`src/rtl/cdl_pkg.sv`:
```
package cdl_pkg;
    localparam int CMD_W    = 3;
    localparam int ADDR_LSB = 6;

    typedef enum logic [CMD_W-1:0] {
        OP_INV_LINE = 3'b000,
        OP_INV_MINI = 3'b001,
        OP_LD_MAIN  = 3'b010,
        OP_LD_MINI  = 3'b011
    } op_e;

    typedef enum logic {
        ST_CMD  = 1'b0,
        ST_DATA = 1'b1
    } st_e;
endpackage

```
`src/rtl/cdl_shift.sv`:
```
module cdl_shift #(
    parameter int PKT_W = 33
) (
    input  logic             clk,
    input  logic             rst_n,
    input  logic             shift_en,
    input  logic             sin,
    output logic [PKT_W-1:0] pkt
);
    logic [PKT_W-1:0] sr_d, sr_q;

    always_comb begin
        sr_d = sr_q;
        if (shift_en) begin
            sr_d = {sin, sr_q[PKT_W-1:1]};
        end
    end

    always_ff @(posedge clk or negedge rst_n) begin
        if (!rst_n) begin
            sr_q <= '0;
        end else begin
            sr_q <= sr_d;
        end
    end

    assign pkt = sr_q;
endmodule

```
`src/rtl/cdl_seq.sv`:
```
module cdl_seq
    import cdl_pkg::*;
#(
    parameter int PKT_W      = 33,
    parameter int LINE_WORDS = 8
) (
    input  logic                          clk,
    input  logic                          rst_n,
    input  logic                          sel,
    input  logic                          upd,
    input  logic [PKT_W-1:0]              pkt,
    output logic                          cmd_valid,
    output logic [CMD_W-1:0]              cmd_op,
    output logic [PKT_W-ADDR_LSB-1:0]     cmd_addr,
    output logic                          wr_valid,
    output logic                          wr_mini,
    output logic [$clog2(LINE_WORDS)-1:0] wr_idx,
    output logic [PKT_W-2:0]              wr_data,
    output logic                          parity_err
);
    localparam int WORD_W = PKT_W - 1;
    localparam int ADDR_W = PKT_W - ADDR_LSB;
    localparam int IDX_W  = $clog2(LINE_WORDS);
    localparam logic [IDX_W-1:0] LAST = IDX_W'(LINE_WORDS - 1);

    typedef struct packed {
        st_e               st;
        logic [IDX_W-1:0]  cnt;
        logic              mini;
        logic              cmd_valid;
        logic [CMD_W-1:0]  cmd_op;
        logic [ADDR_W-1:0] cmd_addr;
        logic              wr_valid;
        logic              wr_mini;
        logic [IDX_W-1:0]  wr_idx;
        logic [WORD_W-1:0] wr_data;
        logic              perr;
    } state_t;

    state_t d, q;
    logic [CMD_W-1:0] op;
    logic             par_bad;

    always_comb begin
        d          = q;
        d.cmd_valid = 1'b0;
        d.wr_valid  = 1'b0;
        op         = pkt[CMD_W-1:0];
        par_bad    = ^pkt;
        if (!sel) begin
            d.st  = ST_CMD;
            d.cnt = '0;
        end else if (upd) begin
            if (q.st == ST_CMD) begin
                if (op[2] == 1'b0) begin
                    d.cmd_valid = 1'b1;
                    d.cmd_op    = op;
                    d.cmd_addr  = pkt[PKT_W-1:ADDR_LSB];
                    if (op[1]) begin
                        d.st   = ST_DATA;
                        d.cnt  = '0;
                        d.mini = op[0];
                    end
                end
            end else begin
                if (par_bad) begin
                    d.perr = 1'b1;
                end else begin
                    d.wr_valid = 1'b1;
                    d.wr_mini  = q.mini;
                    d.wr_idx   = q.cnt;
                    d.wr_data  = pkt[PKT_W-1:1];
                end
                if (q.cnt == LAST) begin
                    d.st  = ST_CMD;
                    d.cnt = '0;
                end else begin
                    d.cnt = q.cnt + IDX_W'(1);
                end
            end
        end
    end

    always_ff @(posedge clk or negedge rst_n) begin
        if (!rst_n) begin
            q <= '{st: ST_CMD, default: '0};
        end else begin
            q <= d;
        end
    end

    assign cmd_valid  = q.cmd_valid;
    assign cmd_op     = q.cmd_op;
    assign cmd_addr   = q.cmd_addr;
    assign wr_valid   = q.wr_valid;
    assign wr_mini    = q.wr_mini;
    assign wr_idx     = q.wr_idx;
    assign wr_data    = q.wr_data;
    assign parity_err = q.perr;
endmodule

```
`src/rtl/cline_dl_decoder.sv`:
```
module cline_dl_decoder
    import cdl_pkg::*;
#(
    parameter int PKT_W      = 33,
    parameter int LINE_WORDS = 8
) (
    input  logic                          tck,
    input  logic                          trst_n,
    input  logic                          ld_sel,
    input  logic                          shift_dr,
    input  logic                          update_dr,
    input  logic                          tdi,
    output logic                          cmd_valid,
    output logic [CMD_W-1:0]              cmd_op,
    output logic [PKT_W-ADDR_LSB-1:0]     cmd_addr,
    output logic                          wr_valid,
    output logic                          wr_mini,
    output logic [$clog2(LINE_WORDS)-1:0] wr_idx,
    output logic [PKT_W-2:0]              wr_data,
    output logic                          parity_err
);
    logic [PKT_W-1:0] pkt;

    cdl_shift #(.PKT_W(PKT_W)) u_shift (
        .clk      (tck),
        .rst_n    (trst_n),
        .shift_en (ld_sel & shift_dr),
        .sin      (tdi),
        .pkt      (pkt)
    );

    cdl_seq #(.PKT_W(PKT_W), .LINE_WORDS(LINE_WORDS)) u_seq (
        .clk        (tck),
        .rst_n      (trst_n),
        .sel        (ld_sel),
        .upd        (update_dr),
        .pkt        (pkt),
        .cmd_valid  (cmd_valid),
        .cmd_op     (cmd_op),
        .cmd_addr   (cmd_addr),
        .wr_valid   (wr_valid),
        .wr_mini    (wr_mini),
        .wr_idx     (wr_idx),
        .wr_data    (wr_data),
        .parity_err (parity_err)
    );
endmodule

```
`config.mk`:
```
export PLATFORM = sky130hd
export DESIGN_NAME = cline_dl_decoder
export DESIGN_NICKNAME = d
export VERILOG_FILES = /design/src/rtl/cdl_pkg.sv /design/src/rtl/cdl_shift.sv /design/src/rtl/cdl_seq.sv /design/src/rtl/cline_dl_decoder.sv
export SDC_FILE = /design/constraint.sdc
export NUM_CORES = 1
export LEC_CHECK = 0
export BUFFER_PORTS_ARGS = -buffer_cell sky130_fd_sc_hd__buf_2
export CORE_AREA = 2 2 145 90
export DETAILED_ROUTE_END_ITERATION = 8
export DIE_AREA = 0 0 147 92
export SYNTH_ARGS = -nofsm -noshare
export SYNTH_HDL_FRONTEND = slang
export SYNTH_SLANG_ARGS = --single-unit
```
`constraint.sdc`:
```
create_clock -name tck -period 7.15 [get_ports tck]
set_clock_uncertainty 0.2 [all_clocks]
set_input_delay 2.145 -clock tck [delete_from_list [all_inputs] [get_ports tck]]
set_output_delay 2.145 -clock tck [all_outputs]
set_load 0.03 [all_outputs]
```
After elaboration in Yosys (flattened, before gate mapping). Cells that the tools add are included.

Bits in registers: 106. Latch bits: 0. Memory bits (writable): 0. Memory bits (read-only): 0. Input port bits: 6. Output and inout bits: 69. Memories: 0.

$add $sub $neg: 1. Multipliers: 0. Divide/modulo/power cells: 0. Order comparisons: 0. Equal/unequal tests: 4. Shift operators: 0. Multiplexer cells: 12. Bitwise gates (word level): 4. Reduce and logical (&&, ||, !) cells: 6.

Operators with widths (number): two-way mux 74 bit (1); two-way mux 69 bit (1); two-way mux 38 bit (1); two-way mux 37 bit (1); two-way mux 36 bit (1); XOR reduction 33 bit (1); two-way mux 32 bit (1); AND reduction 4 bit (3); two-way mux 4 bit (2); two-way mux 5 bit (1); AND reduction 5 bit (1); adder 3 x 1 -> 3 bit (second input constant) (1); == test 3 bit (second input constant) (1); two-way mux 3 bit (1); inequality test 3 x 1 -> 1 bit (second input constant) (1); inequality test 3 x 2 -> 1 bit (second input constant) (1); NOT 1 bit (3); AND reduction 3 bit (1); two-way mux 1 bit (2); inequality test 2 x 1 -> 1 bit (second input constant) (1); bitwise AND 1 bit (1).

Longest topological paths before layout.
Depth after elaboration: 5. Mapped depth: 7. Depth with buffers taken out: 6.

Modules after synthesis. A second synthesis with hierarchy kept.

Cells, all modules: 336. Area total of the unflattened synthesis: 4957.3 um^2.

By module, submodules not included: cdl_seq (times used 1, cells an instance 265, area each 3569.7 um^2); cdl_shift (times used 1, cells an instance 70, area each 1381.3 um^2); cline_dl_decoder (times used 1, cells an instance 1, area each 6.3 um^2).

Least setup slack after synthesis. OpenSTA, ideal clock, no wires.

Path type: input to register. Start point: input port update_dr. End point: register u_seq.q (netlist bit u_seq.wr_data[19]). Library setup time: 0.125 ns. Arrival time: 3.204 ns. Data required time: 6.825 ns. Slack: 3.621 ns. Stages: 5. Buffers on the path: 1. Cell sequence: nand3_1 > nor2b_1 > mux2i_4 > buf_8 > mux2_2.

Word-level cells in the longest chain between the ends: 1.

RTL lines: start, declared (RTL line cline_dl_decoder.sv:11) `input logic update_dr,`; AND reduction 4 bit (no line); end signal, assigned (RTL line cdl_seq.sv:86) `q <= '{st: ST_CMD, default: '0};`; end signal, assigned (RTL line cdl_seq.sv:88) `q <= d;`; end, declared (RTL line cdl_seq.sv:40) `state_t d, q;`.

No other way between the ends. A chain may end at the register's enable or synchronous reset.

Final worst setup path.
Start point: input port update_dr. End point: register u_seq.q (netlist bit u_seq.wr_data[27]).

The elaborated chain is that of the path after synthesis.

==> reports/metrics.cfg <==
[synth]
synth_top_area_share=0.555
ys_seq_area_frac=0.555
synth_seq_cells=106
synth_cell_types=25
yosys-top-cells-area=dfrtp_1 55%, mux2_2 23%, buf_4 10%, xnor2_1 4.6%, buf_8 0.94%
synth_top_cells_by_count=106 x dfrtp_1, 97 x mux2_2, 65 x buf_4
synth_edf_count=0
synth-main-ff-cell=dfrtp_1
yosysMostFrequentCell=dfrtp_1
syn_area_um2=4780
synth_compound_area_frac=0.00837
synthMuxAreaShare=0.238
synth_top_cell_by_area=dfrtp_1
yosys.area_share.xor_xnor=0.0609
syn_area_per_cell_um2=14.2
yosysWarnings=0
synth_cells=336
yosys.area_share.adder=0.00523
syn_nets=344
synthArstFlopShare=1.00
synth_top_family_by_area=multiplexers
yosys.area_share.simple=0.0131

[final_layout]
antenna_cells=0
area_growth_pct=7.56
final_util=0.415
seqCellArea_um2=2650
stdcell_count=523
nFillCells=1164
drive_above_1_share=0.541
final_area_um2=5140
multi_input_area_um2=1560
nNetsFinal=356

[worst_setup_path]
r2r-end=u_seq.wr_data[27]
critical-path-max-stage-delay_ns=0.45
crit_chain=buf_2, nand3_1, nor2b_1, mux2i_4, buf_4, mux2_2
required_ns=7.17
crit_type=primary input to register
r2r_start=u_shift.pkt[27]
start_kind=primary input
r2r.worst_path.cells=7
crit_path_end_kind=register
cp_data_arrival_time_ns=3.75
path_max_fanout=28
ff2ff_setup_slack_ns=4.09
cp_slowest_cell=buf_4

[floorplanning]
num_io_pins=75
num_rows=32
die-area_um2=13500
initial_core_util=0.385
die_w_um=147
dieHeight_um=92
coreArea_um2=12400

[placement]
placed_area_um2=4830
io_buffers=73
place_congestion=0.693
dp_hpwl_um=5290
dp.cells=507
post-place-ws_ns=3.04

[global_routing]
grt_first_pass_wirelength_um=13100
grt_max_degree=65
grt.total_usage=0.126
grt_overflow=0
antenna_found_initial=0
first_global_vias=2368

[timing]
worst_slack_ns=3.42
setup_viol_count_final=0
drv_slew=0
timing.setup.tns_ns=0
layout_min_cycle_time_ns=3.73
worstMarginPinSlew_ns=0.806
final-hold-violation-count=0
max_freq_mhz=268
slew_headroom=0.463
fin_crit_sh=0.522
rsz0062_at_grt=no

[drt]
num_vias=2383
drtPass1Iterations=3
wl_um=7860
wire_per_inst_um=15.0
first_iter_violations=81
vias_per_cell=4.56
drc=0
drtAntennaViolNets=0

[clock_tree]
cts_resized=0
h-tree-depth=3
clock_tree.root_cell=clkbuf_16
cts_hold_buf=0
cts.sinks=106
clock_latency_ns=0.33
cts.path.max_buffers=2
cts_buffers=9
path_clk_slew_ns=0.07
post_cts.repair.setup_buffers=0
cts_tree=done

[job]
drv_cap=0

[power]
power_frac_seq=0.428
leakage_nw=2.68
p_clk_frac=0.287
p_int_w=0.00123
irDropWorstVdd_uv=144
p_sw_w=0.000540
p_per_area_nw_per_um2=345
power_frac_comb=0.286
swShare=0.304

[hold_path]
hp-start=u_seq.wr_data[0]
hp-class=register to register
holdPathStages=1
min_to=u_seq.wr_data[0]

[outcome]
status=complete, no violations

-- registers in the layout, summed over array words and instances (netlist names) --
signal            flops
u_shift.pkt          33
u_seq.wr_data        32
u_seq.cmd_addr       27
u_seq.q               5
u_seq.wr_idx          3
u_seq.cmd_op          2
u_seq.cmd_valid       1
u_seq.parity_err      1
u_seq.wr_mini         1
u_seq.wr_valid        1
-- layout make-up --
type	instances	share of cell area
clock buffers	13	0.0525
clock inverters	3	0.00900
inverters	3	0.00219
multi-input cells	152	0.304
flip-flops and latches	106	0.516
well taps	170	0.0413
repair buffers	76	0.0759
-- power by group through the flow --
stage	logic, W	clock network, W	registers, W
after floorplan	0.000460	0	0.000746
after global placement	0.000511	0	0.000769
after detailed placement	0.000512	0	0.000773
after CTS	0.000516	0.000526	0.000762
after global routing	0.000548	0.000549	0.000777
final	0.000507	0.000508	0.000759
-- how the worst max path moves through the flow --
stage                              to  depth (start not counted)  startpoint  slack (ns)
floorplan           u_seq.wr_data[19]                          5   update_dr        3.62
global placement    u_seq.wr_data[26]                          6   update_dr        3.08
detailed placement  u_seq.wr_data[10]                          6   update_dr        3.04
CTS                 u_seq.wr_data[27]                          6   update_dr        3.40
global route          u_seq.wr_idx[1]                          6   update_dr        3.27
finish              u_seq.wr_data[27]                          6   update_dr        3.42
-- through the flow --
| step | power, W | hold slack [ns] |
|---|---|---|
| after global routing | 0.00187 | 0.311 |
| after detailed placement | 0.00129 | 0.287 |
| after floorplan | 0.00121 | 0.265 |
| final | 0.00177 | 0.299 |
| after global placement | 0.00128 | 0.285 |
| after CTS | 0.00180 | 0.303 |
-- cells in the final DEF (no fill, tap or decap), drive strengths merged --
cell      instances
xor2              3
bufinv            1
ha                2
o21ai             3
clkinvlp          1
dfrtp           106
and2              1
xnor2            25
a22o              1
nor2b             3
mux2             99
mux2i             1
nand2             4
clkinv            1
inv               3
and3              1
nor2              3
xnor3             2
a32oi             1
o21bai            1
buf              76
nand3             1
clkbuf           13
conb              1
-- logic make-up (layout without fill, tap and decap cells) --
| kind of cell | count (synthesis) | after routing |
|---|---|---|
| other cells | 1 | 1 |
| simple gates | 13 | 13 |
| compound gates | 6 | 6 |
| flops | 106 | 106 |
| fa+ha+maj | 2 | 2 |
| xor+xnor | 30 | 30 |
| buf+inv | 78 | 95 |
| mux | 100 | 100 |
-- layer usage --
| metal | share of wire | up-vias | track usage |
|---|---|---|---|
| li1 | - | 1100 | - |
| met1 | 0.52 | 1225 | 0.194 |
| met2 | 0.42 | 50 | 0.167 |
| met3 | 0.050 | 8 | 0.0398 |
| met4 | 0.0098 | 0 | 0.0385 |
| met5 | 0 | - | 0 |
-- worst max-delay path, delay by kind of cell --
family / cells / cell delay, ns
and+or+nand+nor: 2 / 0.27
buffers and inverters: 2 / 0.57
muxes: 2 / 0.74
Note: power is estimated with default switching activity, not from simulation.
